$ cat src/rtl/spi_port_pkg.sv
package spi_port_pkg;

    localparam int unsigned BYTE_W  = 8;
    localparam int unsigned CNT_W   = $clog2(BYTE_W);
    localparam int unsigned HALF_W  = 6;
    localparam int unsigned DONE_BIT = 7;

    typedef enum logic [1:0] {
        REG_CTRL = 2'd0,
        REG_STAT = 2'd1,
        REG_DATA = 2'd2
    } reg_addr_e;

    // bits [3:2] clock select, [1] master role, [0] enable
    typedef struct packed {
        logic [1:0] div_sel;
        logic       master;
        logic       en;
    } ctrl_t;

    // half of the SCK period, in system clocks
    function automatic logic [HALF_W-1:0] half_period(input logic [1:0] sel);
        case (sel)
            2'd0:    half_period = HALF_W'(2);
            2'd1:    half_period = HALF_W'(4);
            2'd2:    half_period = HALF_W'(16);
            default: half_period = HALF_W'(32);
        endcase
    endfunction

endpackage

$ cat src/rtl/spi_sync.sv
module spi_sync #(
    parameter int unsigned W = 3,
    parameter logic [W-1:0] RST_VAL = '0
) (
    input  logic         clk,
    input  logic         rst,
    input  logic [W-1:0] din,
    output logic [W-1:0] q
);
    for (genvar i = 0; i < W; i++) begin : g_bit
        logic s1, s2;
        always_ff @(posedge clk) begin
            if (rst) begin
                s1 <= RST_VAL[i];
                s2 <= RST_VAL[i];
            end else begin
                s1 <= din[i];
                s2 <= s1;
            end
        end
        assign q[i] = s2;
    end
endmodule

$ cat src/rtl/spi_clkgen.sv
module spi_clkgen #(
    parameter int unsigned HALF_W = 6
) (
    input  logic              clk,
    input  logic              rst,
    input  logic              run,
    input  logic [HALF_W-1:0] half,
    output logic              tick
);
    logic [HALF_W-1:0] cnt;
    logic              at_end;

    assign at_end = (cnt == half - HALF_W'(1));
    assign tick   = run && at_end;

    always_ff @(posedge clk) begin
        if (rst || !run || at_end) cnt <= '0;
        else                       cnt <= cnt + HALF_W'(1);
    end
endmodule

$ cat src/rtl/spi_shifter.sv
module spi_shifter #(
    parameter int unsigned BYTE_W = 8,
    parameter int unsigned CNT_W  = 3
) (
    input  logic              clk,
    input  logic              rst,
    input  logic              clear,
    input  logic              load,
    input  logic [BYTE_W-1:0] load_data,
    input  logic              sample_en,
    input  logic              sample_bit,
    input  logic              shift_en,
    output logic              sout,
    output logic [CNT_W-1:0]  bitcnt,
    output logic              last,
    output logic [BYTE_W-1:0] next_byte
);
    logic [BYTE_W-1:0] sreg;
    logic              samp;

    assign sout      = sreg[BYTE_W-1];
    assign next_byte = {sreg[BYTE_W-2:0], samp};
    assign last      = shift_en && (bitcnt == CNT_W'(BYTE_W-1));

    always_ff @(posedge clk) begin
        if (rst) begin
            sreg   <= '0;
            samp   <= 1'b0;
            bitcnt <= '0;
        end else begin
            if (sample_en) samp <= sample_bit;
            if (clear) begin
                bitcnt <= '0;
            end else if (shift_en) begin
                sreg   <= next_byte;
                bitcnt <= bitcnt + CNT_W'(1);
            end
            if (load) sreg <= load_data;
        end
    end
endmodule

$ cat src/rtl/spi_port.sv
module spi_port
    import spi_port_pkg::*;
(
    input  logic       clk,
    input  logic       rst,
    input  logic       bus_sel,
    input  logic       bus_wr,
    input  logic       bus_rd,
    input  logic [1:0] bus_addr,
    input  logic [7:0] bus_wdata,
    output logic [7:0] bus_rdata,
    output logic       irq,
    input  logic       sck_i,
    output logic       sck_o,
    output logic       sck_oe,
    input  logic       mosi_i,
    output logic       mosi_o,
    output logic       mosi_oe,
    input  logic       miso_i,
    output logic       miso_o,
    output logic       miso_oe,
    input  logic       ss_n_i
);
    ctrl_t             ctrl;
    logic              ctrl_en, ctrl_master;
    logic [BYTE_W-1:0] wbuf, rbuf;
    logic              pend, flag, armed, active, sck_r;

    // synchronized pins: {mosi, ss, sck}
    logic [2:0] pin_q;
    logic       sck_q, ss_q, mosi_q, sck_d, ss_d;

    spi_sync #(.W(3), .RST_VAL(3'b010)) u_sync (
        .clk(clk), .rst(rst), .din({mosi_i, ss_n_i, sck_i}), .q(pin_q)
    );
    assign {mosi_q, ss_q, sck_q} = pin_q;

    always_ff @(posedge clk) begin
        if (rst) begin
            sck_d <= 1'b0;
            ss_d  <= 1'b1;
        end else begin
            sck_d <= sck_q;
            ss_d  <= ss_q;
        end
    end

    assign ctrl_en     = ctrl.en;
    assign ctrl_master = ctrl.master;

    logic slave_on, ss_abort, tick;
    assign slave_on = ctrl_en && !ctrl_master && !ss_q;
    assign ss_abort = !ctrl_master && ss_q && !ss_d;

    spi_clkgen #(.HALF_W(HALF_W)) u_clkgen (
        .clk(clk), .rst(rst), .run(active),
        .half(half_period(ctrl.div_sel)), .tick(tick)
    );

    logic             sample_en, shift_en, load, last, sout, busy;
    logic [CNT_W-1:0] bitcnt;
    logic [BYTE_W-1:0] next_byte;

    always_comb begin
        if (ctrl_master) begin
            sample_en = active && tick && !sck_r;
            shift_en  = active && tick && sck_r;
        end else begin
            sample_en = slave_on && sck_q && !sck_d;
            shift_en  = slave_on && !sck_q && sck_d;
        end
    end

    assign busy = active || (bitcnt != '0);
    assign load = ctrl_en && pend && (!busy || last);

    spi_shifter #(.BYTE_W(BYTE_W), .CNT_W(CNT_W)) u_shift (
        .clk(clk), .rst(rst),
        .clear(!ctrl_en || ss_abort),
        .load(load), .load_data(wbuf),
        .sample_en(sample_en),
        .sample_bit(ctrl_master ? miso_i : mosi_q),
        .shift_en(shift_en),
        .sout(sout), .bitcnt(bitcnt), .last(last), .next_byte(next_byte)
    );

    logic wr_ctrl, wr_data, rd_stat, rd_data;
    assign wr_ctrl = bus_sel && bus_wr && (bus_addr == REG_CTRL);
    assign wr_data = bus_sel && bus_wr && (bus_addr == REG_DATA);
    assign rd_stat = bus_sel && bus_rd && (bus_addr == REG_STAT);
    assign rd_data = bus_sel && bus_rd && (bus_addr == REG_DATA);

    always_ff @(posedge clk) begin
        if (rst) begin
            ctrl   <= '0;
            wbuf   <= '0;
            pend   <= 1'b0;
            active <= 1'b0;
            sck_r  <= 1'b0;
        end else begin
            if (wr_ctrl) ctrl <= ctrl_t'(bus_wdata[3:0]);
            if (!ctrl_en) begin
                pend   <= 1'b0;
                active <= 1'b0;
                sck_r  <= 1'b0;
            end else begin
                if (load)    pend <= 1'b0;
                if (wr_data) begin
                    wbuf <= bus_wdata;
                    pend <= 1'b1;
                end
                if (!ctrl_master) begin
                    active <= 1'b0;
                    sck_r  <= 1'b0;
                end else begin
                    if (active && tick) sck_r <= !sck_r;
                    if (load)           active <= 1'b1;
                    else if (last)      active <= 1'b0;
                end
            end
        end
    end

    always_ff @(posedge clk) begin
        if (rst) begin
            rbuf  <= '0;
            flag  <= 1'b0;
            armed <= 1'b0;
        end else if (last) begin
            rbuf  <= next_byte;
            flag  <= 1'b1;
            armed <= 1'b0;
        end else begin
            if (rd_stat && flag) armed <= 1'b1;
            if (rd_data && armed) begin
                flag  <= 1'b0;
                armed <= 1'b0;
            end
        end
    end

    always_comb begin
        case (bus_addr)
            REG_CTRL: bus_rdata = {4'b0, ctrl};
            REG_STAT: bus_rdata = 8'(flag) << DONE_BIT;
            REG_DATA: bus_rdata = rbuf;
            default:  bus_rdata = '0;
        endcase
    end

    assign irq     = flag;
    assign sck_o   = sck_r;
    assign sck_oe  = ctrl_en && ctrl_master;
    assign mosi_o  = sout;
    assign mosi_oe = ctrl_en && ctrl_master;
    assign miso_o  = sout;
    assign miso_oe = ctrl_en && !ctrl_master && !ss_n_i;
endmodule

$ cat config.mk
export PLATFORM = sky130hd
export DESIGN_NAME = spi_port
export DESIGN_NICKNAME = d
export VERILOG_FILES = /design/src/rtl/spi_port_pkg.sv /design/src/rtl/spi_sync.sv /design/src/rtl/spi_clkgen.sv /design/src/rtl/spi_shifter.sv /design/src/rtl/spi_port.sv
export SDC_FILE = /design/constraint.sdc
export NUM_CORES = 1
export LEC_CHECK = 0
export BUFFER_PORTS_ARGS = -buffer_cell sky130_fd_sc_hd__clkbuf_2
export CAP_MARGIN = 20
export CORE_MARGIN = 1.5
export CORE_UTILIZATION = 28
export CTS_CLUSTER_DIAMETER = 50
export CTS_CLUSTER_SIZE = 14
export DETAILED_ROUTE_END_ITERATION = 12
export GPL_ROUTABILITY_DRIVEN = 0
export PLACE_DENSITY = 0.47
export SKIP_CTS_REPAIR_TIMING = 1
export SYNTH_ARGS = -nofsm -noshare
export SYNTH_HDL_FRONTEND = slang
export SYNTH_HIERARCHICAL = 1
export SYNTH_SLANG_ARGS = --single-unit
$ cat constraint.sdc
create_clock -name clk -period 5.5 [get_ports clk]
set_input_delay 0.825 -clock clk [delete_from_list [all_inputs] [get_ports clk]]
set_output_delay 0.825 -clock clk [all_outputs]
set_load 0.02 [all_outputs]
# Yosys cells after proc, flatten, opt, wreduce, memory -nomap -nowiden
# Cells that the tools add are included.
[word_totals]
reg_bits = 51
inputBits = 19
out_inout_bits = 15
wordCells = 101
[op_classes]
n_addsub = 3
eq_ne = 7
mux = 14
bitwise = 2
n_reduce_logical = 53
[ops]
columns = ["op", "n"]
rows = [
  ["$logic_and A1 B1 Y1", 25],
  ["$mux W8", 3],
  ["$pmux W8 S3", 1],
  ["$pmux W6 S3", 1],
  ["$logic_not A1 Y1", 10],
  ["$mux W1", 9],
  ["$reduce_bool A2 Y1", 4],
  ["$add A6 B1 Y6 const B", 1],
  ["$eq A6 B6 Y1", 1],
  ["$reduce_or A3 Y1", 2],
  ["$sub A6 B1 Y6 const B", 1],
  ["$logic_or A1 B1 Y1", 5],
  ["$eq A2 B1 Y1 const B", 2],
  ["$eq A2 B2 Y1 const B", 2],
  ["$logic_not A2 Y1", 2],
  ["$reduce_and A2 Y1", 2],
  ["$reduce_or A2 Y1", 2],
  ["$add A3 B1 Y3 const B", 1],
  ["$eq A3 B3 Y1 const B", 1],
  ["$reduce_bool A3 Y1", 1],
  ["$ne A2 B2 Y1 const B", 1],
  ["$not A1 Y1", 2],
]

# Depth between registers and ports, before layout
[depth]
depth_word = 13
depth_mapped = 15
depth_no_buf = 13

# Hierarchy
# Netlist, hierarchy kept.
[by_module_without_submodules]
columns = ["module", "n_inst", "cells_each", "area_each_um2", "seq_area_each_um2"]
rows = [
  ["spi_port", 1, 143, 1326.3, 540.5],
  ["spi_shifter", 1, 62, 659.4, 240.2],
  ["spi_clkgen", 1, 46, 421.7, 120.1],
  ["spi_sync", 1, 15, 180.2, 120.1],
]

# Least setup slack after synthesis
# No wires, ideal clock.
[synth_path]
path_type = "reg2reg"
from = "register ctrl[3] (netlist name)"
to = "register u_shift.sreg[0]"
setup_ps = 112
arrival_ps = 3798
required_time_ps = 5388
setup_slack_ps = 1590
stages_incl_launch_ff = 16
n_path_buf = 2
period_less_slack_ps = 3910
path_cell_list = "dfxtp_1 -> nor2_1 -> inv_1 -> ha_1 -> or3b_1 -> a211o_1 -> nor4b_4 -> and3_1 -> nand3_1 -> o21ai_0 -> and2_2 -> buf_2 -> o211a_1 -> buf_2 -> nor3_1 -> a2111oi_1"
[synth_between]
elab_chain_cells = 13
word_cells_on_any_way = 17
classes_between = "1 x add/sub; 4 x eq/ne; 3 x mux; 9 x reduce/logical"
[synth_rtl]
columns = ["element", "line_no", "source"]
rows = [
  ["start: declaration", "spi_port.sv:24", "ctrl_t ctrl;"],
  ["start signal: assignment", "spi_port.sv:101", "if (wr_ctrl) ctrl <= ctrl_t'(bus_wdata[3:0]);"],
  ["$eq A2 B2 Y1 (tied with other cells)", "spi_port_pkg.sv:23", "case (sel)"],
  ["$pmux W6 S3 *", "spi_port_pkg.sv:23", ""],
  ["$sub A6 B1 Y6 *", "spi_clkgen.sv:13", "assign at_end = (cnt == half - HALF_W'(1));"],
  ["$eq A6 B6 Y1 *", "spi_clkgen.sv:13", ""],
  ["$logic_and A1 B1 Y1 *", "spi_clkgen.sv:14", "assign tick = run && at_end;"],
  ["named net tick", "spi_port.sv:51", "logic slave_on, ss_abort, tick;"],
  ["$logic_and A1 B1 Y1 * (2 in a row)", "spi_port.sv:67", "shift_en = active && tick && sck_r;"],
  ["$mux W1 *", "spi_port.sv:65", "if (ctrl_master) begin"],
  ["named net shift_en", "spi_port.sv:60", "logic sample_en, shift_en, load, last, sout, busy;"],
  ["$logic_and A1 B1 Y1 *", "spi_shifter.sv:23", "assign last = shift_en && (bitcnt == CNT_W'(BYTE_W-1));"],
  ["named net last", "spi_port.sv:60", ""],
  ["$logic_or A1 B1 Y1 *", "spi_port.sv:75", "assign load = ctrl_en && pend && (!busy || last);"],
  ["$logic_and A1 B1 Y1 *", "spi_port.sv:75", ""],
  ["named net load", "spi_port.sv:60", ""],
  ["$ne A2 B2 Y1 (no line) / $reduce_bool A2 Y1 (equally long branches)", "--", ""],
  ["$reduce_and A2 Y1 (no line)", "--", ""],
  ["end signal: assignment", "spi_shifter.sv:35", "sreg <= next_byte;"],
  ["end signal: assignment", "spi_shifter.sv:38", "if (load) sreg <= load_data;"],
  ["end: declaration", "spi_shifter.sv:18", "logic [BYTE_W-1:0] sreg;"],
]
# Mark *: on every way through the listed nets, which the timed path passes. The rest lies on a longest branch.
# A chain may end at the register's enable or synchronous reset.

# Worst setup path after layout
[layout_path]
from = "register ctrl[2] (netlist name)"
to = "register u_shift.sreg[3]"
# The elaborated chain is that of the path after synthesis.

==> flow_results.xml <==
<?xml version="1.0" encoding="UTF-8"?>
<metrics>
  <group name="outcome">
    <metric name="status" unit="">completed</metric>
  </group>
  <group name="setup_path">
    <metric name="max_stage_delay" unit="ns">0.67</metric>
    <metric name="crit_path_end_kind" unit="">register</metric>
    <metric name="worst_path_dominant_cell_family" unit="">compound AO/OA/AOI/OAI gates</metric>
    <metric name="most_prevalent_standard_cell_on_the_critical_path" unit="">sky130_fd_sc_hd__nor2_1</metric>
    <metric name="slowest_cp_cell" unit="">sky130_fd_sc_hd__o211a_1</metric>
    <metric name="largest_fanout_of_any_net_on_the_critical_path" unit="">24</metric>
    <metric name="worst-path-buf-inv" unit="">1</metric>
    <metric name="cell_by_cell_listing_of_the_critical_path" unit="">nor2_1, inv_1, ha_1, or3b_1, a211o_1, nor4b_4, and3_1, nand3_1, o21ai_0, and2_2, o211a_1, nor2_1, a2111oi_2</metric>
    <metric name="critPathLaunchType" unit="">register</metric>
    <metric name="timing.critical_path.required" unit="ns">5.70</metric>
    <metric name="arrival" unit="ns">4.75</metric>
    <metric name="worst-setup-path-type" unit="">reg2reg</metric>
  </group>
  <group name="synth">
    <metric name="netlist_instances" unit="">266</metric>
    <metric name="post-synth-top-area-fraction" unit="">0.395</metric>
    <metric name="mappedNetlistArea" unit="sq um">2590</metric>
    <metric name="yosys_register_bits" unit="">51</metric>
    <metric name="synth-async-reset-ratio" unit="">0</metric>
    <metric name="number_of_different_library_cells_in_the_post_synthesis_netlist" unit="">52</metric>
    <metric name="post_synth_main_area_contributors" unit="">sky130_fd_sc_hd__dfxtp_1 39%, sky130_fd_sc_hd__mux2i_1 10%, sky130_fd_sc_hd__nand2b_1 4.4%</metric>
    <metric name="avgSynthCellArea" unit="sq um">9.73</metric>
    <metric name="number_of_enable_type_register_cells_in_the_synthesized_netlist" unit="">0</metric>
    <metric name="synth_largest_area_cell" unit="">sky130_fd_sc_hd__dfxtp_1</metric>
    <metric name="synth_seq_area_share" unit="">0.395</metric>
    <metric name="dominantRegCellSynth" unit="">sky130_fd_sc_hd__dfxtp_1</metric>
    <metric name="yosysWarningCount" unit="">6</metric>
  </group>
  <group name="grt">
    <metric name="via_count_of_the_first_global_routing_pass" unit="">1693</metric>
    <metric name="global_route_wire_length_before_repair" unit="um">8380</metric>
    <metric name="grt_overflow" unit="">0</metric>
    <metric name="grt_antenna_before_repair" unit="">0</metric>
    <metric name="maximum_number_of_pins_on_one_net_before_global_route_repair" unit="">55</metric>
    <metric name="grt_total_usage" unit="">0.107</metric>
  </group>
  <group name="flow_run">
    <metric name="maxCapViolCount" unit="">0</metric>
  </group>
  <group name="clocking">
    <metric name="clkTransAtPathRegs" unit="ns">0.09</metric>
    <metric name="cts.sink_count" unit="">51</metric>
    <metric name="worstSkewPairLatency" unit="ns">0.30</metric>
    <metric name="cts_buffer_depth" unit="">2</metric>
    <metric name="cts_tree" unit="">built</metric>
    <metric name="cts_inserted_buffers" unit="">5</metric>
    <metric name="htree_levels" unit="">2</metric>
    <metric name="clock-root-buffer" unit="">sky130_fd_sc_hd__clkbuf_8</metric>
  </group>
  <group name="pwr">
    <metric name="share_clk_of_total_power" unit="">0.334</metric>
    <metric name="pwr-share-comb" unit="">0.061</metric>
    <metric name="fin_total_pwr" unit="mW">0.619</metric>
    <metric name="max-vdd-ir-drop" unit="uV">87.4</metric>
    <metric name="share_seq_of_total_power" unit="">0.605</metric>
    <metric name="p_switching" unit="mW">0.140</metric>
    <metric name="power_density" unit="nW/um^2">216</metric>
    <metric name="p_int" unit="mW">0.479</metric>
    <metric name="total_leakage_power" unit="nW">1.06</metric>
    <metric name="p_sw_frac" unit="">0.226</metric>
  </group>
  <group name="floorplan">
    <metric name="count_of_standard_cell_rows" unit="">34</metric>
    <metric name="floorplan.die.width" unit="um">99.1</metric>
    <metric name="die_area" unit="sq um">9830</metric>
    <metric name="core_region_area" unit="sq um">8850</metric>
    <metric name="floorplan.initialDensity" unit="">0.292</metric>
    <metric name="floorplan.io_pins" unit="">34</metric>
    <metric name="chipHeight" unit="um">99.1</metric>
  </group>
  <group name="timing">
    <metric name="timing_hold_violations_final" unit="">0</metric>
    <metric name="worst_margin_slew" unit="ns">0.681</metric>
    <metric name="relSlewSlack" unit="">0.546</metric>
    <metric name="final.period_utilization" unit="">0.829</metric>
    <metric name="final.min_clock_period" unit="ns">4.56</metric>
    <metric name="rsz0062_at_grt" unit="">no</metric>
    <metric name="setup_total_negative_slack" unit="ns">0</metric>
    <metric name="clock-skew-final" unit="ns">0.0128</metric>
    <metric name="finalSetupViolCount" unit="">0</metric>
    <metric name="worst_setup_slack_after_layout" unit="ns">0.943</metric>
    <metric name="finalMaxSlewViolations" unit="">0</metric>
    <metric name="max_freq" unit="MHz">219</metric>
    <metric name="final.hold.worst_slack" unit="ns">0.409</metric>
  </group>
  <group name="finish">
    <metric name="n_diodes" unit="">0</metric>
    <metric name="multi_input_combinational_cell_area" unit="sq um">1420</metric>
    <metric name="layout.cells.most_common" unit="">sky130_fd_sc_hd__dfxtp_1</metric>
    <metric name="num-nets-final" unit="">317</metric>
    <metric name="fraction_of_layout_instances_using_a_drive_strength_above_1" unit="">0.207</metric>
    <metric name="area_growth_syn_to_layout" unit="%">10.9</metric>
    <metric name="final_util" unit="">0.324</metric>
    <metric name="most-common-layout-cells" unit="">51 x sky130_fd_sc_hd__dfxtp_1, 33 x sky130_fd_sc_hd__clkbuf_2, 29 x sky130_fd_sc_hd__nor2_1</metric>
    <metric name="num-fill-cells" unit="">943</metric>
    <metric name="seq_cell_area" unit="sq um">1020</metric>
  </group>
  <group name="route">
    <metric name="drc" unit="">0</metric>
    <metric name="drt_iter0_markers" unit="">46</metric>
    <metric name="route.vias.total" unit="">1835</metric>
    <metric name="antenna_violating_nets_post_route" unit="">0</metric>
    <metric name="drt_pass1_iterations" unit="">4</metric>
    <metric name="avgViaCountPerCell" unit="">4.55</metric>
    <metric name="routed_wl" unit="um">5010</metric>
    <metric name="detail_routed_net_length_per_standard_cell" unit="um">12.4</metric>
  </group>
  <group name="min_path">
    <metric name="timing.hold.worst.class" unit="">reg2reg</metric>
  </group>
  <group name="placement">
    <metric name="place_ws" unit="ns">0.957</metric>
    <metric name="portBuffers" unit="">33</metric>
    <metric name="dp.final_hpwl" unit="um">3590</metric>
  </group>
</metrics>
per-layer routing:
metal / vias to the layer above / GRT usage / wire (um)
li1: 958 / - / -
met1: 837 / 0.152 / 2740
met2: 34 / 0.154 / 1970
met3: 6 / 0.0281 / 204
met4: 0 / 0.0423 / 87
met5: - / 0 / 0
worst reg2reg max path, cell delays in order, from the launching register on:
cell and delay [ns]:
sky130_fd_sc_hd__dfxtp_1 0.41, sky130_fd_sc_hd__nor2_1 0.08, sky130_fd_sc_hd__inv_1 0.06, sky130_fd_sc_hd__ha_1 0.19, sky130_fd_sc_hd__or3b_1 0.35, sky130_fd_sc_hd__a211o_1 0.33
sky130_fd_sc_hd__nor4b_4 0.46, sky130_fd_sc_hd__and3_1 0.25, sky130_fd_sc_hd__nand3_1 0.10, sky130_fd_sc_hd__o21ai_0 0.55, sky130_fd_sc_hd__and2_2 0.50, sky130_fd_sc_hd__o211a_1 0.67
sky130_fd_sc_hd__nor2_1 0.13, sky130_fd_sc_hd__a2111oi_2 0.38
flip-flops by register name (all words and copies together), names as in the netlist, 2 cells and up:
signal and cells:
u_sync/g_bit.s1 3, u_shift/sreg 8, ctrl 2, wbuf 8, rbuf 8, u_sync/g_bit.s2 3, u_clkgen/cnt 6, u_shift/bitcnt 3
cells by family after synthesis:
group,share of synthesized area
simple gates,0.265
compound gates,0.103
flops,0.395
other cells,0.00145
xor+xnor,0.0406
fa+ha+maj,0.0193
mux,0.109
buf+inv,0.0662
cell usage after synthesis, types with 5 or more instances:
master / number
sky130_fd_sc_hd__a2111oi_2: 7
sky130_fd_sc_hd__a211oi_1: 5
sky130_fd_sc_hd__and2_1: 5
sky130_fd_sc_hd__buf_4: 7
sky130_fd_sc_hd__dfxtp_1: 51
sky130_fd_sc_hd__inv_1: 8
sky130_fd_sc_hd__mux2i_1: 27
sky130_fd_sc_hd__nand2_1: 5
sky130_fd_sc_hd__nand2b_1: 18
sky130_fd_sc_hd__nor2_1: 29
sky130_fd_sc_hd__nor2b_1: 17
sky130_fd_sc_hd__nor3_1: 13
sky130_fd_sc_hd__xnor2_1: 8
power by group through the flow:
stage	clock, mW	combinational [mW]	sequential [mW]
2_1_floorplan	0	0.0264	0.382
3_3_place_gp	0	0.0370	0.383
3_5_place_dp	0	0.0371	0.383
4_1_cts	0.220	0.0372	0.374
5_1_grt	0.234	0.0420	0.374
6_report	0.207	0.0378	0.374
area by class of cell:
type                            count  share of cell area
Clock buffer                        7              0.0266
Clock inverter                      1             0.00174
Inverter                            8              0.0105
Multi-Input combinational cell    194               0.494
Sequential cell                    51               0.356
Tap cell                          108              0.0471
Timing Repair Buffer               34              0.0645
path summary, 6_finish.rpt:
kind         slack [ns]  cells past startpoint                from            endpoint
max                0.94                     13             ctrl[2]     u_shift/sreg[3]
max reg2reg        0.94                     13             ctrl[2]     u_shift/sreg[3]
min                0.41                      1  u_sync/g_bit[1].s1  u_sync/g_bit[1].s2
min reg2reg        0.41                      1  u_sync/g_bit[1].s1  u_sync/g_bit[1].s2
stage by stage:
step | cells | area [sq um]
after floorplan | 272 | 2610
after global placement | 394 | 2770
after detailed placement | 394 | 2770
after CTS | 402 | 2850
after global routing | 403 | 2870
final | 403 | 2870
Note: power is estimated with default switching activity, not from simulation.
